File: src/rtl/mdio_pkg.sv
package mdio_pkg;

    localparam int PRE_LEN    = 33;
    localparam int DATA_W     = 16;
    localparam int FRAME_W    = 2 + 2 + 5 + 5 + 2 + DATA_W;
    localparam int TOTAL_BITS = PRE_LEN + FRAME_W;
    localparam int TA_FIRST   = PRE_LEN + 14;
    localparam int TA_SECOND  = TA_FIRST + 1;
    localparam int DATA_FIRST = TA_SECOND + 1;
    localparam int FLUSH_LEN  = 32;
    localparam int IDX_W      = $clog2(TOTAL_BITS + 1);
    localparam int FL_W       = $clog2(FLUSH_LEN + 1);

    typedef enum logic [1:0] {
        ST_IDLE  = 2'd0,
        ST_FRAME = 2'd1,
        ST_FLUSH = 2'd2
    } mstate_e;

    typedef struct packed {
        logic              is_read;
        logic [4:0]        phy;
        logic [4:0]        regad;
        logic [DATA_W-1:0] wdata;
    } mreq_t;

    // Bits that follow the preamble, first bit on the wire in the MSB.
    function automatic logic [FRAME_W-1:0] build_frame(mreq_t r);
        logic [1:0] op;
        logic [1:0] ta;
        logic [DATA_W-1:0] d;
        op = r.is_read ? 2'b10 : 2'b01;
        ta = r.is_read ? 2'b11 : 2'b10;
        d  = r.is_read ? '1 : r.wdata;
        return {2'b01, op, r.phy, r.regad, ta, d};
    endfunction

    function automatic logic frame_bit(logic [FRAME_W-1:0] f, logic [IDX_W-1:0] idx);
        logic [4:0] pos;
        if (int'(idx) < PRE_LEN) begin
            return 1'b1;
        end
        pos = 5'(FRAME_W - 1 - (int'(idx) - PRE_LEN));
        return f[pos];
    endfunction

endpackage

File: src/rtl/mdio_clkdiv.sv
module mdio_clkdiv #(
    parameter int HALF_DIV = 40
) (
    input  logic clk,
    input  logic rst,
    input  logic run,
    output logic mdc,
    output logic rise,
    output logic fall
);
    localparam int CW = (HALF_DIV > 1) ? $clog2(HALF_DIV) : 1;

    logic [CW-1:0] cnt_q;
    logic          mdc_q;
    logic          term;

    assign term = run && (cnt_q == CW'(HALF_DIV - 1));
    assign rise = term && !mdc_q;
    assign fall = term && mdc_q;
    assign mdc  = mdc_q;

    always_ff @(posedge clk) begin
        if (rst || !run) begin
            cnt_q <= '0;
            mdc_q <= 1'b0;
        end else if (term) begin
            cnt_q <= '0;
            mdc_q <= ~mdc_q;
        end else begin
            cnt_q <= cnt_q + 1'b1;
        end
    end

    // the clock level moves only on a divider tick
    a_r2_mdc_steady: assert property (@(posedge clk) disable iff (rst)
        !(rise || fall) |=> $stable(mdc));

    // a rising tick always leaves the clock high
    a_r2_rise_sets: assert property (@(posedge clk) disable iff (rst)
        rise |=> mdc);

endmodule

File: src/rtl/mdio_rx_shift.sv
module mdio_rx_shift #(
    parameter int W = 16
) (
    input  logic         clk,
    input  logic         rst,
    input  logic         clear,
    input  logic         shift_en,
    input  logic         din,
    output logic [W-1:0] word
);
    always_ff @(posedge clk) begin
        if (rst || clear) begin
            word <= '0;
        end else if (shift_en) begin
            word <= {word[W-2:0], din};
        end
    end
endmodule

File: src/rtl/mdio_fsm.sv
module mdio_fsm
    import mdio_pkg::*;
(
    input  logic              clk,
    input  logic              rst,
    input  logic              req_valid,
    input  mreq_t             req,
    input  logic              rise,
    input  logic              fall,
    input  logic              mdio_in,
    input  logic [DATA_W-1:0] rx_word,
    output logic              run,
    output logic              busy,
    output logic              done,
    output logic              err,
    output logic [DATA_W-1:0] rd_data,
    output logic              mdio_out,
    output logic              mdio_oe,
    output logic              rx_clear,
    output logic              rx_shift
);
    mstate_e            state_q;
    logic [IDX_W-1:0]   idx_q;
    logic [FL_W-1:0]    flush_q;
    logic [FRAME_W-1:0] frame_q;
    logic               rd_q;
    logic               ta_bad_q;
    logic               last_bit;
    logic               ta_check;

    assign busy     = (state_q != ST_IDLE);
    assign run      = busy;
    assign last_bit = (idx_q == IDX_W'(TOTAL_BITS - 1));
    assign ta_check = rd_q && (idx_q == IDX_W'(TA_SECOND));
    assign mdio_oe  = (state_q == ST_FRAME) && (!rd_q || (idx_q < IDX_W'(TA_FIRST)));
    assign mdio_out = (state_q == ST_FRAME) ? frame_bit(frame_q, idx_q) : 1'b0;
    assign rx_clear = (state_q == ST_IDLE) && req_valid;
    assign rx_shift = (state_q == ST_FRAME) && rd_q && rise && (idx_q >= IDX_W'(DATA_FIRST));

    always_ff @(posedge clk) begin
        if (rst) begin
            state_q  <= ST_IDLE;
            idx_q    <= '0;
            flush_q  <= '0;
            frame_q  <= '0;
            rd_q     <= 1'b0;
            ta_bad_q <= 1'b0;
            done     <= 1'b0;
            err      <= 1'b0;
            rd_data  <= '0;
        end else begin
            done <= 1'b0;
            unique case (state_q)
                ST_IDLE: begin
                    if (req_valid) begin
                        frame_q  <= build_frame(req);
                        rd_q     <= req.is_read;
                        idx_q    <= '0;
                        ta_bad_q <= 1'b0;
                        err      <= 1'b0;
                        state_q  <= ST_FRAME;
                    end
                end
                ST_FRAME: begin
                    if (rise && ta_check && mdio_in) begin
                        ta_bad_q <= 1'b1;
                    end
                    if (fall) begin
                        if (last_bit) begin
                            state_q <= ST_IDLE;
                            done    <= 1'b1;
                            if (rd_q) begin
                                rd_data <= rx_word;
                            end
                        end else if (ta_check && ta_bad_q) begin
                            state_q <= ST_FLUSH;
                            flush_q <= '0;
                        end else begin
                            idx_q <= idx_q + 1'b1;
                        end
                    end
                end
                ST_FLUSH: begin
                    if (fall) begin
                        if (flush_q == FL_W'(FLUSH_LEN - 1)) begin
                            state_q <= ST_IDLE;
                            done    <= 1'b1;
                            err     <= 1'b1;
                        end else begin
                            flush_q <= flush_q + 1'b1;
                        end
                    end
                end
                default: state_q <= ST_IDLE;
            endcase
        end
    end

    // completion is a single-cycle pulse
    a_r11_done_pulse: assert property (@(posedge clk) disable iff (rst)
        done |=> !done);

    // busy has dropped by the time done is seen
    a_r10_done_idle: assert property (@(posedge clk) disable iff (rst)
        done |-> !busy);

    // result held while idle with no new request
    a_r11_rdata_hold: assert property (@(posedge clk) disable iff (rst)
        (!busy && !req_valid) |=> ($stable(rd_data) && $stable(err)));

    // a request seen while busy leaves the frame in flight untouched
    a_r10_ignore_busy: assert property (@(posedge clk) disable iff (rst)
        busy |=> $stable(frame_q));

    // preamble bits are driven ones
    a_r3_preamble_ones: assert property (@(posedge clk) disable iff (rst)
        (state_q == ST_FRAME && idx_q < IDX_W'(PRE_LEN)) |-> (mdio_oe && mdio_out));

    // the flush only follows a failed turnaround
    a_r8_flush_cause: assert property (@(posedge clk) disable iff (rst)
        (state_q == ST_FRAME && fall && ta_check && ta_bad_q) |=> (state_q == ST_FLUSH && !mdio_oe));

endmodule

File: src/rtl/mdio_master.sv
module mdio_master
    import mdio_pkg::*;
#(
    parameter int HALF_DIV = 40
) (
    input  logic        clk,
    input  logic        rst,
    input  logic        req_valid,
    input  logic        req_read,
    input  logic [4:0]  req_phy,
    input  logic [4:0]  req_reg,
    input  logic [15:0] req_wdata,
    output logic        busy,
    output logic        done,
    output logic        err,
    output logic [15:0] rd_data,
    output logic        mdc,
    output logic        mdio_out,
    output logic        mdio_oe,
    input  logic        mdio_in
);
    mreq_t             req_s;
    logic              run_w;
    logic              rise_w;
    logic              fall_w;
    logic              rx_clear_w;
    logic              rx_shift_w;
    logic [DATA_W-1:0] rx_word_w;

    assign req_s = '{is_read: req_read, phy: req_phy, regad: req_reg, wdata: req_wdata};

    mdio_clkdiv #(.HALF_DIV(HALF_DIV)) clkdiv_i (
        .clk  (clk),
        .rst  (rst),
        .run  (run_w),
        .mdc  (mdc),
        .rise (rise_w),
        .fall (fall_w)
    );

    mdio_rx_shift #(.W(DATA_W)) rx_i (
        .clk      (clk),
        .rst      (rst),
        .clear    (rx_clear_w),
        .shift_en (rx_shift_w),
        .din      (mdio_in),
        .word     (rx_word_w)
    );

    mdio_fsm fsm_i (
        .clk       (clk),
        .rst       (rst),
        .req_valid (req_valid),
        .req       (req_s),
        .rise      (rise_w),
        .fall      (fall_w),
        .mdio_in   (mdio_in),
        .rx_word   (rx_word_w),
        .run       (run_w),
        .busy      (busy),
        .done      (done),
        .err       (err),
        .rd_data   (rd_data),
        .mdio_out  (mdio_out),
        .mdio_oe   (mdio_oe),
        .rx_clear  (rx_clear_w),
        .rx_shift  (rx_shift_w)
    );

    // no clock and no drive while idle
    a_r1_idle_quiet: assert property (@(posedge clk) disable iff (rst)
        !busy |-> (!mdc && !mdio_oe));

    // the driven value moves only on a falling clock tick
    a_r9_out_on_fall: assert property (@(posedge clk) disable iff (rst)
        (busy && !fall_w) |=> $stable(mdio_out));

endmodule

File: config.mk
export PLATFORM = sky130hd
export DESIGN_NAME = mdio_master
export DESIGN_NICKNAME = d
export VERILOG_FILES = /design/src/rtl/mdio_pkg.sv /design/src/rtl/mdio_clkdiv.sv /design/src/rtl/mdio_rx_shift.sv /design/src/rtl/mdio_fsm.sv /design/src/rtl/mdio_master.sv
export SDC_FILE = /design/constraint.sdc
export NUM_CORES = 1
export LEC_CHECK = 0
export ABC_AREA = 1
export BUFFER_PORTS_ARGS = -buffer_cell sky130_fd_sc_hd__buf_2
export CAP_MARGIN = 30
export CORE_UTILIZATION = 35
export DETAILED_ROUTE_END_ITERATION = 6
export PLACE_DENSITY = 0.67
export SETUP_SLACK_MARGIN = 0.05
export SYNTH_ARGS = -nofsm -noshare
export SYNTH_HDL_FRONTEND = slang
export SYNTH_SLANG_ARGS = --single-unit
export TNS_END_PERCENT = 50
File: constraint.sdc
create_clock -name clk -period 2.1 [get_ports clk]
set_input_delay 0.315 -clock clk [delete_from_list [all_inputs] [get_ports clk]]
set_output_delay 0.315 -clock clk [all_outputs]
set_load 0.02 [all_outputs]
==> results.sh <==
export IMPL_antenna_found_initial=0
export IMPL_violations="negative setup slack"
export IMPL_clock_skew_ps=8.13
export IMPL_yosysWarnings=0
export IMPL_p_leak_nw=2.11
export IMPL_vias=3717
export IMPL_power_switching_mw=2.69
export IMPL_final_area_um2=5030
export IMPL_cp_arrival_ps=1870
export IMPL_fillCellCount=1108
export IMPL_holdBufCountCts=0
export IMPL_swShare=0.409
export IMPL_slew_headroom=0.609
export IMPL_rsz0062_at_grt="yes"
export IMPL_setup_violations_final=1
export IMPL_clock_tree_htree_level_count=3
export IMPL_cts_made_buffers=9
export IMPL_pwr_share_seq=0.318
export IMPL_cts_tree="done"
export IMPL_cp_depth=12
export IMPL_dp_slack_ps=66.7
export IMPL_firstDrtPassIters=5
export IMPL_syn_area_per_cell_um2=7.38
export IMPL_netlist_instances=562
export IMPL_required_ps=1780
export IMPL_diodes=0
export IMPL_io_buffers=52
export IMPL_whs_path_depth=3
export IMPL_clk_latency_ps=350
export IMPL_timing_final_crit_share=1.04
export IMPL_reg2reg_depth=10
export IMPL_critPathBufInv=4
export IMPL_power_density_nw_per_um2=1300
export IMPL_tightestPinTransition_ps=586
export IMPL_gp_congestion=0.843
export IMPL_wirelength_mm=9.26
export IMPL_worstPathCellList="inv_2 -> ha_4 -> buf_6 -> nand3_2 -> nand3_1 -> nand3_1 -> nand2_1 -> nand2_1 -> nand3_1 -> nand2_1 -> inv_1 -> buf_6"
export IMPL_vdd_drop_max_mv=0.538
export IMPL_cap_violations=0
export IMPL_die_area_um2=12300
export IMPL_hp_class="input pin to flop"
export IMPL_synth_seq_area_share=0.415
export IMPL_grt_pass1_wl_mm=15.9
export IMPL_antenna_left=0
export IMPL_synth_area_um2=4150
export IMPL_tns_ps=-80.9
export IMPL_drc=0
export IMPL_core_um2=11500
export IMPL_grt_pass1_vias=3589
export IMPL_yosysTopAreaCellShare=0.415
export IMPL_wl_per_cell_um=12.2
export IMPL_cts_buffer_depth=2
export IMPL_clockPowerShare=0.243
export IMPL_initial_core_util=0.362
export IMPL_yosys_register_bits=86
export IMPL_syn_to_final_growth_pct=21.4
export IMPL_synth_area_top_cells="dfxtp_1 41%, inv_1 7.2%, nand2_1 6.1%, a21oi_1 5.9%, nor2_1 5.6%"
export IMPL_fin_ws_ps=-80.9
export IMPL_utilization=0.439
export IMPL_ioPinCount=53
export IMPL_grt_start_max_net_pins=57
export IMPL_die_x_um=111
export IMPL_nets=650
export IMPL_fmax_ghz=0.459
export IMPL_rows=39
export IMPL_drt_initial_drc_count=219
export IMPL_syn_nets=602
export IMPL_clk_pin_slew_ps=70
export IMPL_yosysTopAreaCell="dfxtp_1"
export IMPL_root_buffer="clkbuf_16"
export IMPL_critical_path_top_delay_family="simple AND/OR/NAND/NOR gates"
export IMPL_endpoint_kind="output pin"
export IMPL_critPathLaunchType="flop"
export IMPL_worstPathMaxFanout=5
export IMPL_dieHeight_um=111
export IMPL_via_per_inst=4.90
export IMPL_p_comb_frac=0.439
export IMPL_grt_ovfl_total=0
export IMPL_p_int_mw=3.88
export IMPL_outcome="complete, but fails checks"
export IMPL_fin_crit_ps=2180
export IMPL_cts_sinks=86
export IMPL_ys_types=37
export IMPL_finalMaxSlewViolations=0
export IMPL_cp_slowest_stage_delay_ps=340
export IMPL_crit_path_top_delay_cell="dfxtp_2"
export IMPL_critical_path_class="flop to output pin"
export IMPL_drive_above_1_share=0.224
export IMPL_hpwl_mm=6.40
export IMPL_grt_use_total=0.156
export IMPL_placed_area_um2=4530
export IMPL_hold_violations=0
[cells in the final DEF (no fill, tap or decap), types with 4 or more instances in the layout]
master     netlist  layout
nand3_2          4      19
nor2_2           4       4
ha_1             9       8
nand3_1         38      21
inv_1           80      78
buf_4            2       9
nand4_1          6       6
buf_2           10      51
o21ai_0         42      42
a211oi_1        17      17
a21oi_1         49      49
nor2_1          62      62
clkbuf_16        0       9
inv_2            8       8
nor3_1          19      19
nand2_1         67      66
dfxtp_1         86      83
o21ai_1         16      16
[cell usage after synthesis (all sizes together)]
cell     n
buf     20
nor3b    1
o211ai   2
nand3   43
nand2   69
ha       9
nand4    8
clkbuf   9
o21bai   1
a211oi  17
nor4     1
inv     88
a22o     1
o21ai   62
dfxtp   86
a21oi   49
o21a     2
xnor2    3
nor3    20
xor2     2
nor2    69
[worst paths after layout]
kind / start / to / slack (ps)
max: fsm_i.idx_q[0] / mdio_out / -80
min: mdio_in / rx_i.word[0] / 250
max reg2reg: fsm_i.state_q[0] / fsm_i.flush_q[3] / 220
min reg2reg: fsm_i.rd_data[14] / fsm_i.rd_data[14] / 440
[cell type report]
type | count | area (um^2) | share of cell area
clock buffers | 9 | 225 | 0.0447
repair buffers | 66 | 417 | 0.0828
clock inverters | 7 | 76.3 | 0.0152
flip-flops and latches | 86 | 1730 | 0.343
inverters | 88 | 334 | 0.0664
well taps | 143 | 179 | 0.0355
multi-input cells | 359 | 2080 | 0.412
[cell families (layout without fill, tap and decap cells)]
group | count (synthesis) | count (layout) | share of synthesized area
simple gates | 211 | 211 | 0.244
compound gates | 134 | 134 | 0.182
buf+inv | 117 | 170 | 0.122
flops | 86 | 86 | 0.415
fa+ha+maj | 9 | 9 | 0.0271
xor+xnor | 5 | 5 | 0.0106
[sequential cells by signal, indices dropped and copies added (netlist names)]
register and flops:
fsm_i.frame_q 29, fsm_i.rd_data 16, rx_i.word 16, fsm_i.idx_q 7
clkdiv_i.cnt_q 6, fsm_i.flush_q 6, fsm_i.state_q 2, clkdiv_i.mdc 1
fsm_i.done 1, fsm_i.err 1, fsm_i.ta_bad_q 1
[power by group through the flow]
stage | clock network [mW] | logic [mW] | registers, mW
floorplan | 0 | 1.87 | 2.06
global placement | 0 | 2.24 | 2.08
detailed placement | 0 | 2.31 | 2.09
CTS | 1.62 | 2.75 | 2.08
global route | 1.70 | 3.16 | 2.13
finish | 1.60 | 2.88 | 2.09
[worst min-delay path, delay by kind of cell]
family / cells / cell delay [ps]
AND/OR/NAND/NOR: 1 / 70
AO/OA/AOI/OAI: 1 / 70
buffers and inverters: 1 / 110
[through the flow]
step | hold slack [ps] | power [mW] | std cells
final | 254 | 6.57 | 758
after global routing | 288 | 6.98 | 758
after CTS | 251 | 6.45 | 758
after detailed placement | 437 | 4.40 | 740
after global placement | 432 | 4.33 | 740
after floorplan | 393 | 3.93 | 562
[layer usage]
| metal | global-route usage | up-vias | share of wire |
|---|---|---|---|
| met5 | 0 | - | 0 |
| met4 | 0.0764 | 0 | 0.021 |
| met3 | 0.0241 | 16 | 0.034 |
| met2 | 0.253 | 60 | 0.47 |
| met1 | 0.202 | 1708 | 0.47 |
| li1 | - | 1933 | - |
[what timing repair did]
action | in CTS | in global routing
setup buffers | 2 | 0
pin swaps | 17 | 7
endpoints found under the setup margin | 1 | 2
gates resized for setup | 31 | 8
Note: power is estimated with default switching activity, not from simulation.
